==> src/rtl/subcar_rx_pkg.sv <==
package subcar_rx_pkg;
    typedef enum logic [1:0] {
        S_IDLE,
        S_WAIT,
        S_BIT,
        S_SCAN
    } rx_state_e;
endpackage

==> src/rtl/subcar_edge_cnt.sv <==
// Counts level changes of the comparator input within one bit window.
module subcar_edge_cnt #(
    parameter int CNT_W = 8
) (
    input  logic             clk,
    input  logic             rst_n,
    input  logic             level,
    input  logic             count_en,
    input  logic             clear,
    output logic [CNT_W-1:0] cnt_now
);
    logic             prev_q;
    logic [CNT_W-1:0] cnt_q;
    logic             change;

    assign change  = level ^ prev_q;
    assign cnt_now = cnt_q + CNT_W'(count_en & change);

    always_ff @(posedge clk or negedge rst_n) begin
        if (!rst_n) begin
            prev_q <= 1'b0;
            cnt_q  <= '0;
        end else begin
            prev_q <= level;
            if (clear)
                cnt_q <= '0;
            else
                cnt_q <= cnt_now;
        end
    end
endmodule

==> src/rtl/subcar_step_cnt.sv <==
// Elapsed time since the trigger, expressed in whole bit periods.
module subcar_step_cnt #(
    parameter int BIT_TICKS = 142,
    parameter int STEP_W    = 16
) (
    input  logic              clk,
    input  logic              rst_n,
    input  logic              clear,
    output logic [STEP_W-1:0] steps_now
);
    localparam int DIV_W = $clog2(BIT_TICKS);

    logic [DIV_W-1:0]  div_q;
    logic [STEP_W-1:0] stp_q;
    logic              wrap;

    assign wrap      = (div_q == DIV_W'(BIT_TICKS - 1));
    assign steps_now = stp_q + STEP_W'(wrap);

    always_ff @(posedge clk or negedge rst_n) begin
        if (!rst_n) begin
            div_q <= '0;
            stp_q <= '0;
        end else if (clear) begin
            div_q <= '0;
            stp_q <= '0;
        end else begin
            div_q <= wrap ? '0 : div_q + DIV_W'(1);
            stp_q <= steps_now;
        end
    end
endmodule

==> src/rtl/subcar_edge_rx.sv <==
module subcar_edge_rx
    import subcar_rx_pkg::*;
#(
    parameter int BIT_TICKS   = 142,
    parameter int REPLY_WAIT  = 477,
    parameter int ACK_WAIT    = 5400,
    parameter int EDGE_THRESH = 20,
    parameter int MAX_BITS    = 32,
    parameter int ACK_WINDOWS = 40,
    parameter int STEP_W      = 16,
    localparam int NB_W       = $clog2(MAX_BITS + 1)
) (
    input  logic                clk,
    input  logic                rst_n,
    input  logic                start,
    input  logic                ack_mode,
    input  logic [NB_W-1:0]     nbits,
    input  logic                cmp_in,
    output logic                done,
    output logic [MAX_BITS-1:0] data_out,
    output logic [NB_W-1:0]     bits_out,
    output logic                ack_ok,
    output logic [STEP_W-1:0]   ack_steps
);
    localparam int MAX_DELAY = (ACK_WAIT > REPLY_WAIT) ? ACK_WAIT : REPLY_WAIT;
    localparam int MAX_SPAN  = (MAX_DELAY > BIT_TICKS) ? MAX_DELAY : BIT_TICKS;
    localparam int TMR_W     = $clog2(MAX_SPAN + 1);
    localparam int CNT_W     = $clog2(BIT_TICKS + 1);
    localparam int WIN_MAX   = (ACK_WINDOWS > MAX_BITS) ? ACK_WINDOWS : MAX_BITS;
    localparam int WIDX_W    = $clog2(WIN_MAX + 1);

    rx_state_e            state, nstate;
    logic [TMR_W-1:0]     timer;
    logic [WIDX_W-1:0]    widx;
    logic                 mode_q;
    logic [NB_W-1:0]      nbits_q;
    logic [NB_W-1:0]      n_req;
    logic [MAX_BITS-1:0]  data_q;
    logic [MAX_BITS-1:0]  bit_mask;
    logic [CNT_W-1:0]     cnt_now;
    logic [STEP_W-1:0]    steps_now;
    logic [TMR_W-1:0]     delay_last;
    logic                 in_window, win_end, wait_end, bit_val;
    logic                 last_bit, ack_last;

    // Clamp of the requested length
    always_comb begin
        if (nbits == '0)
            n_req = NB_W'(1);
        else if (nbits > NB_W'(MAX_BITS))
            n_req = NB_W'(MAX_BITS);
        else
            n_req = nbits;
    end

    assign in_window  = (state == S_BIT) || (state == S_SCAN);
    assign win_end    = in_window && (timer == TMR_W'(BIT_TICKS - 1));
    assign delay_last = mode_q ? TMR_W'(ACK_WAIT - 1) : TMR_W'(REPLY_WAIT - 1);
    assign wait_end   = (state == S_WAIT) && (timer == delay_last);
    assign bit_val    = (cnt_now > CNT_W'(EDGE_THRESH));
    assign last_bit   = (widx == WIDX_W'(nbits_q) - WIDX_W'(1));
    assign ack_last   = (widx == WIDX_W'(ACK_WINDOWS - 1));
    assign bit_mask   = MAX_BITS'(1) << widx;

    subcar_edge_cnt #(
        .CNT_W    (CNT_W)
    ) u_edges (
        .clk      (clk),
        .rst_n    (rst_n),
        .level    (cmp_in),
        .count_en (in_window),
        .clear    (!in_window || win_end),
        .cnt_now  (cnt_now)
    );

    subcar_step_cnt #(
        .BIT_TICKS (BIT_TICKS),
        .STEP_W    (STEP_W)
    ) u_steps (
        .clk       (clk),
        .rst_n     (rst_n),
        .clear     (state == S_IDLE),
        .steps_now (steps_now)
    );

    // Next-state logic
    always_comb begin
        nstate = state;
        unique case (state)
            S_IDLE: if (start) nstate = S_WAIT;                       // trigger
            S_WAIT: if (wait_end) nstate = mode_q ? S_SCAN : S_BIT;   // delay_done
            S_BIT:  if (win_end && last_bit) nstate = S_IDLE;         // frame_done
            S_SCAN: if (win_end && (bit_val || ack_last)) nstate = S_IDLE; // ack_hit / ack_timeout
            default: nstate = S_IDLE;
        endcase
    end

    // State register
    always_ff @(posedge clk or negedge rst_n) begin
        if (!rst_n)
            state <= S_IDLE;
        else
            state <= nstate;
    end

    // Timing, capture and results
    always_ff @(posedge clk or negedge rst_n) begin
        if (!rst_n) begin
            timer     <= '0;
            widx      <= '0;
            mode_q    <= 1'b0;
            nbits_q   <= '0;
            data_q    <= '0;
            done      <= 1'b0;
            data_out  <= '0;
            bits_out  <= '0;
            ack_ok    <= 1'b0;
            ack_steps <= '0;
        end else begin
            done <= 1'b0;
            unique case (state)
                S_IDLE: begin
                    if (start) begin
                        mode_q  <= ack_mode;
                        nbits_q <= n_req;
                        timer   <= '0;
                        widx    <= '0;
                        data_q  <= '0;
                    end
                end
                S_WAIT: begin
                    timer <= wait_end ? '0 : timer + TMR_W'(1);
                end
                S_BIT: begin
                    if (win_end) begin
                        timer <= '0;
                        widx  <= widx + WIDX_W'(1);
                        if (bit_val)
                            data_q <= data_q | bit_mask;
                        if (last_bit) begin
                            done      <= 1'b1;
                            data_out  <= bit_val ? (data_q | bit_mask) : data_q;
                            bits_out  <= nbits_q;
                            ack_ok    <= 1'b0;
                            ack_steps <= '0;
                        end
                    end else begin
                        timer <= timer + TMR_W'(1);
                    end
                end
                S_SCAN: begin
                    if (win_end) begin
                        timer <= '0;
                        widx  <= widx + WIDX_W'(1);
                        if (bit_val || ack_last) begin
                            done      <= 1'b1;
                            data_out  <= '0;
                            bits_out  <= '0;
                            ack_ok    <= bit_val;
                            ack_steps <= bit_val ? steps_now : '0;
                        end
                    end else begin
                        timer <= timer + TMR_W'(1);
                    end
                end
                default: timer <= '0;
            endcase
        end
    end
endmodule

==> config.mk <==
export PLATFORM = sky130hd
export DESIGN_NAME = subcar_edge_rx
export DESIGN_NICKNAME = d
export VERILOG_FILES = /design/src/rtl/subcar_rx_pkg.sv /design/src/rtl/subcar_edge_cnt.sv /design/src/rtl/subcar_step_cnt.sv /design/src/rtl/subcar_edge_rx.sv
export SDC_FILE = /design/constraint.sdc
export NUM_CORES = 1
export LEC_CHECK = 0
export CORE_MARGIN = 2
export CORE_UTILIZATION = 30
export CTS_CLUSTER_DIAMETER = 50
export DETAILED_ROUTE_END_ITERATION = 7
export DONT_BUFFER_PORTS = 1
export GPL_ROUTABILITY_DRIVEN = 0
export SLEW_MARGIN = 20
export SYNTH_ARGS = -nofsm -noshare
export SYNTH_HDL_FRONTEND = slang
export SYNTH_SLANG_ARGS = --single-unit
==> constraint.sdc <==
create_clock -name clk -period 5 [get_ports clk]
set_input_delay 1 -clock clk [delete_from_list [all_inputs] [get_ports clk]]
set_output_delay 1 -clock clk [all_outputs]
set_load 0.03 [all_outputs]
---- Word-level counts from Yosys, hierarchy flattened ----
Cells that the tools add are included.
cells by class
  add/subtract/negate cells ............... 6
  order comparisons ....................... 2
  equal/unequal tests ..................... 17
  shift-type cells ........................ 1
  mux-type cells .......................... 50
  bitwise logic cells ..................... 3
  reduce and logical (&&, ||, !) cells .... 19
operators by type and width
  cell                                                                              count
  32-bit 2-to-1 mux                                                                 7
  32-bit one-hot mux with 2 select lines                                            2
  16-bit 2-to-1 mux                                                                 6
  13-bit 2-to-1 mux                                                                 4
  6-bit 2-to-1 mux                                                                  8
  13-bit one-hot mux with 3 select lines                                            1
  32-bit OR                                                                         1
  16-bit one-hot mux with 2 select lines                                            1
  1-bit by 6-bit left shift with 32-bit output (first input constant)               1
  8-bit 2-to-1 mux                                                                  3
  6-bit one-hot mux with 2 select lines                                             2
  16-bit by 1-bit adder with 16-bit output                                          1
  13-bit by 1-bit adder with 13-bit output (second input constant)                  1
  13-bit == test                                                                    1
  13-bit by 8-bit == test with 1-bit output (second input constant)                 1
  2-bit inequality test (second input constant)                                     5
  1-bit 2-to-1 mux                                                                  9
  8-bit by 1-bit adder with 8-bit output (second input constant)                    1
  8-bit adder                                                                       1
  8-bit == test (second input constant)                                             1
  8-bit by 5-bit greater-than comparator with 1-bit output (second input constant)  1
  2-bit 2-to-1 mux                                                                  4
  2-bit by 1-bit inequality test with 1-bit output (second input constant)          4
  2-bit one-hot mux with 4 select lines                                             1
  other kinds (21)                                                                  31
word-level totals
  register bits after elaboration ......... 149
  input bits .............................. 11
  output and inout port bits .............. 56
  logic and storage cells ................. 113

---- Longest topological paths before layout ----
  depth in word-level cells ............... 9
  mapped depth ............................ 13
  gate-level depth less buffers ........... 11

---- Cells and area by module ----
Synthesis repeated with hierarchy kept, for this count alone.
unflattened totals
  cell total of the unflattened synthesis .. 704
  area total of the unflattened synthesis .. 7358.3 um2
by module, submodules not included
  module           instances  cells each  area each (um2)  sequential area each (um2)
  subcar_edge_rx   1          525         5562.8           2902.8
  subcar_step_cnt  1          137         1346.3           600.6
  subcar_edge_cnt  1          42          449.2            225.2

---- Worst setup path before layout ----
No wires, ideal clock.
  path kind ............................... input-to-reg
  start point ............................. input port cmp_in
  end point ............................... register data_out[30]
  setup time .............................. 0.078 ns
  arrival time ............................ 3.248 ns
  required time ........................... 4.922 ns
  path slack .............................. 1.674 ns
  cell stages on the path ................. 12
  path buffers ............................ 2
  cells stage by stage .................... xnor2_1 nor2_1 ha_1 ha_1 or3_1 a21oi_1 mux2i_1 nor2_1 a221o_1 buf_2 buf_1 o2bb2ai_1
on the way
  word-level cells in the longest chain between the ends .. 8
  elaborated cells on any way between the ends .. 11
  those cells by class .................... 1 x add/sub; 1 x order compare; 1 x eq/ne; 4 x mux; 2 x bitwise; 2 x reduce/logical
RTL lines
  item                                                        line                   text
  from (decl)                                                 subcar_edge_rx.sv:18   input logic cmp_in,
  1-bit bitwise XOR *                                         subcar_edge_cnt.sv:16  assign change = level ^ prev_q;
  1-bit AND *                                                 subcar_edge_cnt.sv:17  assign cnt_now = cnt_q + CNT_W'(count_en & change);
  8-bit adder *                                               subcar_edge_cnt.sv:17
  8-bit by 5-bit greater-than comparator with 1-bit output *  subcar_edge_rx.sv:60   assign bit_val = (cnt_now > CNT_W'(EDGE_THRESH));
  32-bit 2-to-1 mux                                           --
  32-bit 2-to-1 mux                                           subcar_edge_rx.sv:140  if (last_bit) begin
  32-bit 2-to-1 mux                                           subcar_edge_rx.sv:135  if (win_end) begin
  32-bit one-hot mux with 2 select lines                      subcar_edge_rx.sv:121  unique case (state)
  to (signal assigned)                                        subcar_edge_rx.sv:142  data_out <= bit_val ? (data_q | bit_mask) : data_q;
  to (decl)                                                   subcar_edge_rx.sv:20   output logic [MAX_BITS-1:0] data_out,
Mark *: on every way between the ends. The rest lies on a longest branch, timed or not. The select of a mux whose other input is x is not followed.
A chain may end at the register's enable or synchronous reset.

---- Final worst setup path ----
  start point ............................. register timer[5]
  end point ............................... register data_out[5]
on the way
  word-level cells in the longest chain between the ends .. 4
  elaborated cells on any way between the ends .. 5
  those cells by class .................... 3 x eq/ne; 2 x reduce/logical
RTL lines
  item                                         line                   text
  from (decl)                                  subcar_edge_rx.sv:33   logic [TMR_W-1:0] timer;
  from (signal assigned)                       subcar_edge_rx.sv:132  timer <= wait_end ? '0 : timer + TMR_W'(1);
  from (signal assigned)                       subcar_edge_rx.sv:148  timer <= timer + TMR_W'(1);
  from (signal assigned)                       subcar_edge_rx.sv:163  timer <= timer + TMR_W'(1);
  13-bit by 8-bit == test with 1-bit output *  subcar_edge_rx.sv:57   assign win_end = in_window && (timer == TMR_W'(BIT_TICKS - 1));
  1-bit logical AND *                          subcar_edge_rx.sv:57
  2-bit inequality test (no line)              --
  5-bit AND reduction (no line) *              --
Mark *: on every way between the ends. The rest lies on a longest branch, timed or not.

==> run metrics <==
status=complete, no violations; total of max-cap violations=0; Max Fanout on Critical Path=16; Sinks on Clock Net=roughly 150; kind of critical path=reg2reg; Mapped Cells=713; unrepaired setup endpoints after global routing=no; max-slew violation total from the final report=0; worst slack on hold paths=around 270 ps; clock tree skew after final layout=11.9 ps; most crowded layer after global routing=met2; Cell Count, Final, Fillers Out=about 1000; CTS Hold Buffers Added=0; Startpoint Class=flip-flop; aggregate global routing overflow=0; startpoint of the worst register-to-register path=timer[5]; ant diodes=0; accumulated negative setup slack=0 ps; power per cell area=362 mW/mm2; source-to-sink clock delay at the later pin of the worst-skew pair=about 430 ps; FF-to-FF path depth=7; total of buffers placed on input and output ports=0; final-stage net count=725; effective utilization at floorplan=between 30 and 40%; number of synthesized flops with an enable pin=0; slew of the pin with the lowest slew margin=approximately 960 ps; M3 GR Usage=between 3 and 4%; H-tree depth reported by CTS=4; Die Wd=~160 um; ratio of cells with drive above 1 in the final layout=8.86%; overall die area=around 0.025 mm2; share of the yosys chip area belonging to registers=~52%; relative slew slack=between 30% and 40%; post-detail-place hpwl=about 11 mm; endpoint required time on the critical path=5310 ps; largest net degree at the start of global routing=150; share of the clock period used by the worst path after layout=between 70% and 80%; Detail Route Antenna Nets=0; Final Hold Fails=0; Primary FF master, synth=dfrtp_1; global-route wire length before repair=roughly 29 mm; y dimension of the die=around 160 um; synthesized area per cell=slightly above 10 um2; CTS buffer count=17; buffers inserted during post-CTS setup optimization=0; post-layout min period=roughly 3700 ps; number of global-route vias before repair=roughly 5000; number of filler instances in the final layout=~2400; Via Count=around 5200; CTS tree=yes; number of core rows=56; Wirelength per Cell=between 15 and 20 um; cell area after technology mapping=0.00720 mm2; GR Layer Usage met1=about a fifth; global-route track usage on met2=a little over a fifth; number of DRC violations after detailed-routing iteration 0=just under 500; Placed Area=about 0.0075 mm2; total track usage=about 14%; final worst-path setup slack=around 1300 ps; post_cts resized=0; number of distinct library cells after synthesis=between 40 and 50; Detailed Routing Iterations Pass 1=4; Yosys warnings=0; Worst VDD drop=approximately 0.00017 V; number of design rule violations left after detail routing=0; Placed Instances=~1000; Clock Path Buffers=2; RR Endpoint=data_out[5]; antenna violations before repair=0; # setup viols final=0; post-route design area=roughly 0.008 mm2; sort of element at the end of the critical path=flip-flop; total I/O pin count=67; class of the tightest hold or removal check=in2async; final wirelength=between 15 and 20 mm; maximum achievable frequency=269 MHz; DR vias/cell=just over 5; minimum setup slack among reg-to-reg paths=between 1000 and 1500 ps; data arrival time of the critical path=about 4000 ps; root buf cell=clkbuf_16; Synth-to-Final Area Change=12.8%; flop and latch count out of synthesis=~150; leakage power figure=between 3 and 4 nW; Post-Synthesis Net Count=between 700 and 800; fraction of registers with async set/reset=100%; clock slew at reported path FFs=around 60 ps; core box area=between 0.02 and 0.025 mm2; pre-CTS WS=between 1000 and 1500 ps
-- cells in the final DEF (no fill, tap or decap), types with 4 or more instances in the layout --
master     instances
o21ai_0           33
clkbuf_8           4
nor3_1            18
mux2_2             9
buf_4             10
nor4b_1            4
xor2_1            21
and3_1             7
or3_1              4
nor2b_1            9
dfrtp_1          149
a32o_1             9
nor4_1            16
o2bb2ai_1         20
nand4_1           10
a22o_1             4
xnor2_1           19
ha_1              16
a21o_1            18
nand3_1           36
and4_1             4
nand2_1           59
mux2i_1           10
nand3b_1           5
a21oi_1           12
a41oi_1           13
and2_1             4
a31oi_1           25
inv_1             22
nor2_1            79
mux2_4             6
clkbuf_16         17
-- how the worst max path moves through the flow --
stage,from,to,slack (ps),depth (start not counted)
floorplan,cmp_in,data_out[30],1670,12
global placement,timer[5],bits_out[1],1120,6
detailed placement,timer[5],data_out[5],1030,6
CTS,timer[5],data_out[5],1000,6
global route,timer[4],data_out[6],1080,7
finish,timer[5],data_out[5],1290,7
-- Yosys cell counts, types with 12 or more instances --
library cell  count  area, um2
a21o_1           18        135
a21oi_1          12       60.1
a31oi_1          25        156
a41oi_1          13        114
clkbuf_1         39        146
dfrtp_1         149       3730
ha_1             16        200
inv_1            22       82.6
nand2_1          59        221
nand3_1          36        180
nor2_1           80        300
nor3_1           19       95.1
nor4_1           16        100
o21ai_0          33        165
o2bb2ai_1        20        175
xnor2_1          19        166
xor2_1           21        184
-- state kept, by name (all words and copies together), names as in the netlist, 2 cells and up --
| signal | cells |
|---|---|
| u_steps.div_q | 8 |
| nbits_q | 6 |
| timer | 13 |
| bits_out | 6 |
| widx | 6 |
| u_edges.cnt_q | 8 |
| data_q | 32 |
| ack_steps | 16 |
| state | 2 |
| u_steps.stp_q | 16 |
| data_out | 32 |
-- layer usage --
metal  up-vias  wire length [um]
li1       2514                 -
met1      2578              8460
met2       105              7690
met3        15               889
met4         0               218
met5         -                 0
-- where the power goes --
group	switching, mW	leakage, nW	internal [mW]	total (mW)
registers	0.0330	1.86	1.23	1.27
logic	0.268	1.24	0.105	0.374
clock network	0.508	0.294	0.793	1.30
-- logic make-up after synthesis --
family	synth area share (%)
flops	51.8
buf+inv	3.86
simple gates	18.3
compound gates	14.4
mux	4.05
xor+xnor	4.87
fa+ha+maj	2.78
-- cell type report --
| type | instances | area [um2] | share of cell area, % |
|---|---|---|---|
| clock buffer | 23 | 488 | 6.01 |
| clock inverter | 9 | 116 | 1.43 |
| inverter | 22 | 82.6 | 1.02 |
| multi-input combinational | 496 | 3200 | 39.4 |
| sequential | 149 | 3730 | 45.9 |
| tap | 319 | 399 | 4.92 |
| timing repair buffer | 12 | 106 | 1.31 |
-- worst max-delay path, stage by stage (launching register included) --
cell and delay [ps]:
dfrtp_1 440, or3_1 410, or4_4 590, or2_0 470, or2_1 570, a221oi_4 490, buf_6 250, mux2_2 350
-- per-stage QoR --
step	utilization (%)	power (mW)
floorplan	-	1.55
global placement	31.9	1.66
detailed placement	31.9	1.66
CTS	34.4	2.97
global route	34.5	3.07
finish	34.5	2.94
Power figures use the tool's default switching activity.
